## src/rtl/rlp_pkg.sv

```systemverilog
package rlp_pkg;

    localparam int STATE_W        = 16;
    localparam int REP_W          = 8;
    localparam int RECS_PER_PKT   = 5;
    localparam int PKTS_PER_CHUNK = 5;
    localparam int REC_BYTES      = 3;
    localparam int PKT_BYTES      = RECS_PER_PKT * REC_BYTES + 1;
    localparam logic [REP_W-1:0] REP_MAX = {REP_W{1'b1}};

    typedef struct packed {
        logic               last;
        logic [STATE_W-1:0] state;
        logic [REP_W-1:0]   count;
    } rec_t;

    typedef enum logic [1:0] {
        PH_FETCH = 2'd0,
        PH_DATA  = 2'd1,
        PH_SEQ   = 2'd2,
        PH_DONE  = 2'd3
    } phase_t;

    function automatic logic [7:0] rec_byte(input rec_t r, input logic [1:0] idx);
        logic [7:0] b;
        case (idx)
            2'd0:    b = r.state[7:0];
            2'd1:    b = r.state[15:8];
            default: b = r.count;
        endcase
        return b;
    endfunction

endpackage

```

## src/rtl/rlp_run_encoder.sv

```systemverilog
module rlp_run_encoder
    import rlp_pkg::*;
#(
    parameter int POS_W = 32
) (
    input  logic               clk,
    input  logic               rst,
    input  logic               in_valid,
    input  logic [STATE_W-1:0] in_data,
    input  logic               in_last,
    input  logic               in_trig,
    input  logic               fifo_full,
    output logic               in_ready,
    output logic               push,
    output rec_t               push_rec,
    output logic [POS_W-1:0]   trig_pkts
);

    logic               have;
    logic [STATE_W-1:0] cur_state;
    logic [REP_W-1:0]   cur_cnt;
    logic               flush_pend;
    logic [STATE_W-1:0] pend_state;
    logic               closed;
    logic [POS_W-1:0]   rec_cnt;
    logic               trig_seen;
    logic [POS_W-1:0]   trig_recs;
    logic               accept;
    logic               brk;

    assign in_ready  = !fifo_full && !flush_pend && !closed;
    assign accept    = in_valid && in_ready;
    assign brk       = have && ((in_data != cur_state) || (cur_cnt == REP_MAX));
    assign trig_pkts = trig_recs / POS_W'(RECS_PER_PKT);

    always_comb begin
        push     = 1'b0;
        push_rec = '0;
        if (flush_pend) begin
            if (!fifo_full) begin
                push     = 1'b1;
                push_rec = '{last: 1'b1, state: pend_state, count: REP_W'(1)};
            end
        end else if (accept) begin
            if (in_last) begin
                push = 1'b1;
                if (brk)
                    push_rec = '{last: 1'b0, state: cur_state, count: cur_cnt};
                else if (have)
                    push_rec = '{last: 1'b1, state: cur_state, count: cur_cnt + REP_W'(1)};
                else
                    push_rec = '{last: 1'b1, state: in_data, count: REP_W'(1)};
            end else if (brk) begin
                push     = 1'b1;
                push_rec = '{last: 1'b0, state: cur_state, count: cur_cnt};
            end
        end
    end

    always_ff @(posedge clk) begin
        if (rst) begin
            have       <= 1'b0;
            cur_state  <= '0;
            cur_cnt    <= '0;
            flush_pend <= 1'b0;
            pend_state <= '0;
            closed     <= 1'b0;
            rec_cnt    <= '0;
            trig_seen  <= 1'b0;
            trig_recs  <= '0;
        end else begin
            if (push)
                rec_cnt <= rec_cnt + POS_W'(1);
            if (flush_pend) begin
                if (!fifo_full) begin
                    flush_pend <= 1'b0;
                    closed     <= 1'b1;
                end
            end else if (accept) begin
                if (in_trig && !trig_seen) begin
                    trig_seen <= 1'b1;
                    trig_recs <= rec_cnt + POS_W'(brk);
                end
                if (in_last) begin
                    have <= 1'b0;
                    if (brk) begin
                        flush_pend <= 1'b1;
                        pend_state <= in_data;
                    end else begin
                        closed <= 1'b1;
                    end
                end else if (brk || !have) begin
                    have      <= 1'b1;
                    cur_state <= in_data;
                    cur_cnt   <= REP_W'(1);
                end else begin
                    cur_cnt <= cur_cnt + REP_W'(1);
                end
            end
        end
    end

endmodule

```

## src/rtl/rlp_rec_fifo.sv

```systemverilog
module rlp_rec_fifo
    import rlp_pkg::*;
#(
    parameter int DEPTH = 8
) (
    input  logic clk,
    input  logic rst,
    input  logic push,
    input  rec_t push_rec,
    input  logic pop,
    output rec_t pop_rec,
    output logic empty,
    output logic full
);

    localparam int AW = (DEPTH > 1) ? $clog2(DEPTH) : 1;
    localparam int CW = $clog2(DEPTH + 1);

    rec_t          mem [DEPTH];
    logic [AW-1:0] wp;
    logic [AW-1:0] rp;
    logic [CW-1:0] cnt;

    assign empty   = (cnt == '0);
    assign full    = (cnt == CW'(DEPTH));
    assign pop_rec = mem[rp];

    always_ff @(posedge clk) begin
        if (push && !full)
            mem[wp] <= push_rec;
    end

    always_ff @(posedge clk) begin
        if (rst) begin
            wp  <= '0;
            rp  <= '0;
            cnt <= '0;
        end else begin
            if (push && !full)
                wp <= (wp == AW'(DEPTH - 1)) ? '0 : wp + AW'(1);
            if (pop && !empty)
                rp <= (rp == AW'(DEPTH - 1)) ? '0 : rp + AW'(1);
            case ({push && !full, pop && !empty})
                2'b10:   cnt <= cnt + CW'(1);
                2'b01:   cnt <= cnt - CW'(1);
                default: cnt <= cnt;
            endcase
        end
    end

endmodule

```

## src/rtl/rlp_pkt_serializer.sv

```systemverilog
module rlp_pkt_serializer
    import rlp_pkg::*;
#(
    parameter int POS_W = 32
) (
    input  logic             clk,
    input  logic             rst,
    input  logic             fifo_empty,
    input  rec_t             fifo_rec,
    output logic             pop,
    output logic             out_valid,
    input  logic             out_ready,
    output logic [7:0]       out_data,
    output logic             done,
    output logic [POS_W-1:0] pkt_count,
    output logic [POS_W-1:0] wr_pos
);

    localparam int SLOT_W  = $clog2(RECS_PER_PKT);
    localparam int CHUNK_W = $clog2(PKTS_PER_CHUNK);

    phase_t             phase;
    rec_t               cur;
    logic [1:0]         byte_i;
    logic [SLOT_W-1:0]  slot;
    logic [CHUNK_W-1:0] chunk;
    logic [7:0]         seq;
    logic               ending;
    logic               hs;

    assign out_valid = (phase == PH_DATA) || (phase == PH_SEQ);
    assign out_data  = (phase == PH_SEQ) ? seq : rec_byte(cur, byte_i);
    assign hs        = out_valid && out_ready;
    assign pop       = (phase == PH_FETCH) && !ending && !fifo_empty;
    assign done      = (phase == PH_DONE);

    always_ff @(posedge clk) begin
        if (rst) begin
            phase     <= PH_FETCH;
            cur       <= '0;
            byte_i    <= '0;
            slot      <= '0;
            chunk     <= '0;
            seq       <= '0;
            ending    <= 1'b0;
            pkt_count <= '0;
            wr_pos    <= '0;
        end else begin
            if (hs)
                wr_pos <= wr_pos + POS_W'(1);
            case (phase)
                PH_FETCH: begin
                    if (ending) begin
                        cur   <= '0;
                        phase <= PH_DATA;
                    end else if (!fifo_empty) begin
                        cur   <= fifo_rec;
                        phase <= PH_DATA;
                        if (fifo_rec.last)
                            ending <= 1'b1;
                    end
                end
                PH_DATA: begin
                    if (hs) begin
                        if (byte_i == 2'(REC_BYTES - 1)) begin
                            byte_i <= '0;
                            if (slot == SLOT_W'(RECS_PER_PKT - 1)) begin
                                slot  <= '0;
                                phase <= PH_SEQ;
                            end else begin
                                slot  <= slot + SLOT_W'(1);
                                phase <= PH_FETCH;
                            end
                        end else begin
                            byte_i <= byte_i + 2'd1;
                        end
                    end
                end
                PH_SEQ: begin
                    if (hs) begin
                        seq       <= seq + 8'd1;
                        pkt_count <= pkt_count + POS_W'(1);
                        if (chunk == CHUNK_W'(PKTS_PER_CHUNK - 1))
                            chunk <= '0;
                        else
                            chunk <= chunk + CHUNK_W'(1);
                        if (ending && chunk == CHUNK_W'(PKTS_PER_CHUNK - 1))
                            phase <= PH_DONE;
                        else
                            phase <= PH_FETCH;
                    end
                end
                default: phase <= PH_DONE;
            endcase
        end
    end

endmodule

```

## src/rtl/rle_packetizer.sv

```systemverilog
module rle_packetizer
    import rlp_pkg::*;
#(
    parameter int FIFO_DEPTH = 8,
    parameter int POS_W      = 32
) (
    input  logic             clk,
    input  logic             rst,
    input  logic             in_valid,
    output logic             in_ready,
    input  logic [15:0]      in_data,
    input  logic             in_last,
    input  logic             in_trig,
    output logic             out_valid,
    input  logic             out_ready,
    output logic [7:0]       out_data,
    output logic             done,
    output logic [POS_W-1:0] pkt_count,
    output logic [POS_W-1:0] pkt_before_trig,
    output logic [POS_W-1:0] wr_pos
);

    logic push;
    rec_t push_rec;
    logic pop;
    rec_t pop_rec;
    logic fifo_empty;
    logic fifo_full;

    rlp_run_encoder #(.POS_W(POS_W)) u_enc (
        .clk       (clk),
        .rst       (rst),
        .in_valid  (in_valid),
        .in_data   (in_data),
        .in_last   (in_last),
        .in_trig   (in_trig),
        .fifo_full (fifo_full),
        .in_ready  (in_ready),
        .push      (push),
        .push_rec  (push_rec),
        .trig_pkts (pkt_before_trig)
    );

    rlp_rec_fifo #(.DEPTH(FIFO_DEPTH)) u_buf (
        .clk      (clk),
        .rst      (rst),
        .push     (push),
        .push_rec (push_rec),
        .pop      (pop),
        .pop_rec  (pop_rec),
        .empty    (fifo_empty),
        .full     (fifo_full)
    );

    rlp_pkt_serializer #(.POS_W(POS_W)) u_ser (
        .clk        (clk),
        .rst        (rst),
        .fifo_empty (fifo_empty),
        .fifo_rec   (pop_rec),
        .pop        (pop),
        .out_valid  (out_valid),
        .out_ready  (out_ready),
        .out_data   (out_data),
        .done       (done),
        .pkt_count  (pkt_count),
        .wr_pos     (wr_pos)
    );

endmodule

```

## config.mk

```make
export PLATFORM = sky130hd
export DESIGN_NAME = rle_packetizer
export DESIGN_NICKNAME = d
export VERILOG_FILES = /design/src/rtl/rlp_pkg.sv /design/src/rtl/rlp_run_encoder.sv /design/src/rtl/rlp_rec_fifo.sv /design/src/rtl/rlp_pkt_serializer.sv /design/src/rtl/rle_packetizer.sv
export SDC_FILE = /design/constraint.sdc
export NUM_CORES = 1
export LEC_CHECK = 0
export ABC_AREA = 1
export CORE_UTILIZATION = 50
export CTS_CLUSTER_DIAMETER = 40
export DETAILED_ROUTE_END_ITERATION = 7
export PLACE_DENSITY_LB_ADDON = 0.12
export RECOVER_POWER = 25
export SYNTH_ARGS = -nofsm -noshare
export SYNTH_HDL_FRONTEND = slang
export SYNTH_SLANG_ARGS = --single-unit
```

## constraint.sdc

```tcl
create_clock -name clk -period 13 [get_ports clk]
set_clock_uncertainty 0.05 [all_clocks]
set_input_delay 2.6 -clock clk [delete_from_list [all_inputs] [get_ports clk]]
set_output_delay 2.6 -clock clk [all_outputs]
set_load 0.01 [all_outputs]
```

# Yosys cells after proc, flatten, opt, wreduce, memory -nomap -nowiden
# Memories as Yosys holds them, arrays and structs flattened. A register that Yosys moved wholly into a read port is not among the register bits.
# Index checks and enable logic that the tools add are counted.
# word_totals
mem_bits_rw	200
n_memories	1
input_bits	22
wordCells	148
ff_bits	225
out_inout_bits	107
# classes
mux	49
n_bitwise	2
addsub	13
reduce_logical	39
n_eq_ne	21
n_div	1
# mem_list
name	words	word_bits	rd	rd_ports_with_merged_regs	write_ports	line	text
u_buf.mem	8	25	1	1	1	rlp_rec_fifo.sv:19	rec_t mem [DEPTH];
# ops
cell	count
$mux W25	5
$add A32 B1 Y32 const B	3
$mux W24	4
$add A32 B1 Y32	1
$div A32 B3 Y32 const B	1
$mux W1	21
$mux W3	6
$add A8 B1 Y8 const B	2
$mux W2	8
$mux W8	2
$ne A16 B16 Y1	1
$pmux W8 S2	1
$reduce_and A4 Y1	4
$add A3 B1 Y3 const B	4
$eq A3 B3 Y1 const B	4
$reduce_and A3 Y1	4
$logic_and A1 B1 Y1	11
$eq A2 B2 Y1 const B	4
$eq A8 B8 Y1 const B	1
$pmux W4 S2	1
$reduce_bool A2 Y1	4
$logic_not A1 Y1	7
$eq A2 B1 Y1 const B	3
$ne A2 B1 Y1 const B	3
12 further kinds	20

# Logic depth before layout (Yosys ltp)
# logic_depth
ltp_word	10
mapped_depth	146
mapped_depth_nobuf	146

# Hierarchy
# Synthesis repeated with hierarchy kept, for this count alone.
# hier_totals
hier_cells	2844
area_unflattened_um2	22434.0
# by_module_without_submodules
module	cells_each	area_per_inst_um2	seq_area_each_um2	n_inst
rlp_rec_fifo	658	8490.6	6266.0	1
rlp_run_encoder	1349	8438.1	2162.1	1
rlp_pkt_serializer	837	5505.3	2142.1	1

# Worst setup path before layout
# No wires, ideal clock.
# synth_path
path_kind	reg-to-output
start	register u_enc.trig_recs[31]
end	output port pkt_before_trig[0]
setup_slack_ns	-0.153
n_path_buf	0
arrival_time_ns	10.503
path_stages_with_launch	138
t_required_ns	10.350
cell_sequence	dfxtp_1 -> inv_2 -> nand2_2 -> nand4_1 -> nand2_1 -> nand2_1 -> nand2_2 -> inv_2 -> nand2_4 -> nand2_4 -> nand2_1 -> nand3_2 -> nand2_2 -> nand2_2 -> nand2_2 -> nand2_2 -> inv_4 -> nand2_4 -> [... 102 more ...] -> nand2_4 -> nand2_2 -> nand3_1 -> nand2_2 -> nand2_2 -> nand2_2 -> nand2_1 -> inv_1 -> ha_1 -> inv_1 -> nand3_1 -> nand2_2 -> nand3_2 -> nand2_1 -> nand2_1 -> nand2_1 -> nor2_1 -> nand2_1
# synth_via
elab_chain_cells	1
# synth_rtl
item	line	text
from (decl)	rlp_run_encoder.sv:27	logic [POS_W-1:0] trig_recs;
from (signal assigned)	rlp_run_encoder.sv:82	trig_recs <= rec_cnt + POS_W'(brk);
$div A32 B3 Y32	rlp_run_encoder.sv:34	assign trig_pkts = trig_recs / POS_W'(RECS_PER_PKT);
to (decl)	rle_packetizer.sv:19	output logic [POS_W-1:0] pkt_before_trig,
# Every way passes these cells.

# Final worst setup path
# Ends and elaborated chain as after synthesis.

==> results.ini <==
[placement]
io_buffers = 126
place_area_mm2 = 0.02353
pre_cts_slack_ns = -0.7404
hpwl_mm = 35.66
gp_congestion = 0.8997

[logic_synthesis]
synth_area_mm2 = 0.02123
synth_top_cell_by_area = edfxtp_1
synth.distinct_cells = 56
synthArstFlopShare_pct = 0
synth_top_area_share_pct = 28.29
netlist_top_cells_area = edfxtp_1, dfxtp_1, nand2_1
synth_edf_count = 200
synth_flop_cell = dfxtp_1
ys_ff_latch = 428
seq_area_frac_synth_pct = 49.78
avgSynthCellArea_um2 = 8.320
syn_inst = 2552
yosys_warnings = 0

[worst_hold_path]
hold_path_class = flip-flop to flip-flop

[routing]
vias = 18740
wl_per_cell_um = 16.84
drt-vias-per-instance = 5.467
drt_iter0_markers = 1375
ant_nets = 0
dr.pass1.iters = 7
drt-total-wl_mm = 57.71
drc = 0

[die]
rows = 75
start_util_pct = 50.62
die_w_um = 208.1
die-area_mm2 = 0.04329
coreArea_mm2 = 0.04195
die_h_um = 208.1
io_pins = 129

[layout]
fillerInstances = 3409
syn2layout_area_growth_pct = 27.59
final_util_pct = 64.58
nets = 2885
drive_above_1_share_pct = 21.36
antenna_cells = 0
postLayoutCellArea_mm2 = 0.02709

[critical_path]
cp-start-kind = flip-flop
crit_end = pkt_before_trig[0]
rr_endpoint = u_enc.rec_cnt[30]$_SDFFE_PP0P_
reg2reg_setup_slack_ns = 7.67
critPathRequiredTime_ns = 10.35
crit_start = u_enc.trig_recs[31]$_SDFFE_PP0P_
cpMostUsedCell = nand2_4
cp_max_fo = 5
reg2reg_depth = 28
cp-end-kind = primary output
cp_slowest_stage_delay_ns = 0.39
critPathKind = flip-flop to primary output
critical_path_arrival_ns = 11.69
cp_slowest_cell = dfxtp_4
r2r_start = u_enc.cur_cnt[0]$_SDFFE_PP0P_

[clocking]
ctsHoldBuffers = 0
cts_made_buffers = 60
cts-htree-levels = 2
clk_pin_slew_ns = 0.06
cts_root_buf = clkbuf_16
clockBufferDepth = 3
cts_sinks = 428
clk_latency_ns = 0.62
cts_tree = done

[global_routing]
antenna_found_initial = 1
overflow = 0
grt_max_degree = 97
grt_use_total_pct = 25.78
grt_pass1_vias = 17850
grt_pass1_wl_mm = 90.64

[flow_run]
drv_cap = 3

[timing]
fin_crit_sh_pct = 110.3
slew_violations = 227
fin_ws_ns = -1.336
rsz0062_at_grt = true
slew-limit-headroom_pct = -179.2
hold_violations = 0
worst_slew_pin_slew_ns = 4.188
max_freq_mhz = 69.75
fin_crit_ns = 14.34
final-setup-viol-count = 6

[run_status]
violations = max-capacitance violations, max-slew violations, negative setup slack
outcome = finished with violations

[per-stage QoR]
stage                     TNS [ns]  hold slack (ns)  cells
after floorplan                  0           0.3762   2553
after global placement     -0.2355           0.3878   3218
after detailed placement    -1.282           0.3943   3218
after CTS                   -2.401           0.4034   3403
after global routing        -10.50           0.4180   3428
final                       -5.565           0.4034   3428
[synth_stat cells, types with 2 or more instances]
master / count
nand2_1: 342
inv_1: 294
nor2_1: 268
o21ai_0: 253
dfxtp_1: 228
edfxtp_1: 200
a21oi_1: 190
nand3_1: 173
nand2_2: 92
clkbuf_1: 81
nor3_1: 42
o221ai_1: 40
inv_2: 35
xor2_1: 35
nand4_1: 34
o22ai_1: 34
nand2_4: 26
ha_1: 24
mux2i_1: 15
nand3_2: 15
nor4_1: 15
o211ai_1: 15
o21ai_1: 11
xnor2_1: 10
o21a_1: 8
a211oi_1: 6
buf_1: 5
nor3b_1: 5
a21o_1: 4
and3_1: 4
o21ai_2: 4
or2_2: 4
a31oi_1: 3
clkinv_1: 3
clkinv_2: 3
nand3b_1: 3
o31ai_1: 3
buf_4: 2
bufinv_8: 2
inv_4: 2
o2111ai_1: 2
o21ba_2: 2
o221a_2: 2
[worst min path at each step]
stage,slack (ns),cells after the start,from,endpoint
2_1_floorplan,0.38,1,u_enc.rec_cnt[30]$_SDFFE_PP0P_,u_enc.rec_cnt[30]$_SDFFE_PP0P_
3_3_place_gp,0.39,1,u_enc.rec_cnt[30]$_SDFFE_PP0P_,u_enc.rec_cnt[30]$_SDFFE_PP0P_
3_5_place_dp,0.39,2,u_enc.pend_state[0]$_SDFFE_PP0P_,u_enc.pend_state[0]$_SDFFE_PP0P_
4_1_cts,0.40,2,u_enc.pend_state[0]$_SDFFE_PP0P_,u_enc.pend_state[0]$_SDFFE_PP0P_
5_1_grt,0.42,2,u_enc.pend_state[10]$_SDFFE_PP0P_,u_enc.pend_state[10]$_SDFFE_PP0P_
6_report,0.40,2,u_enc.pend_state[3]$_SDFFE_PP0P_,u_enc.pend_state[3]$_SDFFE_PP0P_
[cells in the final DEF, fill, tap and decap left out, types with 60 or more instances in the layout]
cell	count
inv_1	276
nand2_1	271
nor2_1	267
o21ai_0	251
dfxtp_1	223
edfxtp_1	200
a21oi_1	189
buf_4	177
nand3_1	137
nand2_2	101
nand2_4	87
dlygate4sd3_1	73
clkbuf_16	60
[sequential cells by signal, summed over array words and instances, names as in the netlist, named ones only]
name / cells
u_buf.cnt: 4
u_buf.mem: 200
u_buf.rp: 3
u_buf.wp: 3
u_enc.closed: 1
u_enc.cur_cnt: 8
u_enc.cur_state: 16
u_enc.flush_pend: 1
u_enc.have: 1
u_enc.pend_state: 16
u_enc.rec_cnt: 32
u_enc.trig_recs: 32
u_enc.trig_seen: 1
u_ser.byte_i: 2
u_ser.chunk: 3
u_ser.cur: 24
u_ser.ending: 1
u_ser.phase: 2
u_ser.pkt_count: 32
u_ser.seq: 8
u_ser.slot: 3
u_ser.wr_pos: 32
[final cells by class]
class / instances / area (µm²) / area share (%)
Inverter: 339 / 1333 / 4.919
Tap cell: 539 / 674.4 / 2.489
Clock inverter: 43 / 439.2 / 1.621
Sequential cell: 428 / 10580 / 39.07
Timing Repair Buffer: 311 / 2644 / 9.759
Clock buffer: 70 / 1549 / 5.718
Multi-Input combinational cell: 1698 / 9868 / 36.43
[cell families after synthesis]
| kind of cell | after synthesis | share of synthesized area (%) |
|---|---|---|
| AO/OA/AOI/OAI | 582 | 15.41 |
| XOR/XNOR | 45 | 1.856 |
| adder cells (fa/ha/maj) | 25 | 1.509 |
| buffers and inverters | 427 | 7.755 |
| flip-flops | 428 | 49.78 |
| multiplexers | 16 | 0.8132 |
| other | 1 | 0.01766 |
| AND/OR/NAND/NOR | 1028 | 22.86 |
[timing repair]
action                     CTS  global route
setup endpoints to repair    4             8
setup buffers               72            25
gates resized for setup     99           139
pin swaps                   53           105
[layer usage]
| metal | track usage (%) | up-vias | part of all wire [%] |
|---|---|---|---|
| li1 | - | 9253 | - |
| met1 | 33.96 | 8882 | 44 |
| met2 | 43.23 | 508 | 48 |
| met3 | 5.132 | 97 | 6.6 |
| met4 | 6.897 | 0 | 2.2 |
| met5 | 0 | - | 0 |
[critical path, delay by kind of cell, from the launching register on]
| family | cells | cell delay [ns] |
|---|---|---|
| flip-flops | 1 | 0.39 |
| buffers and inverters | 29 | 2.08 |
| adder cells (fa/ha/maj) | 1 | 0.15 |
| multiplexers | 1 | 0.20 |
| AND/OR/NAND/NOR | 96 | 7.68 |
| AO/OA/AOI/OAI | 4 | 0.47 |
Power is not shown: default switching activity piles up to over one toggle a cycle in this logic, so the estimate is an artifact.
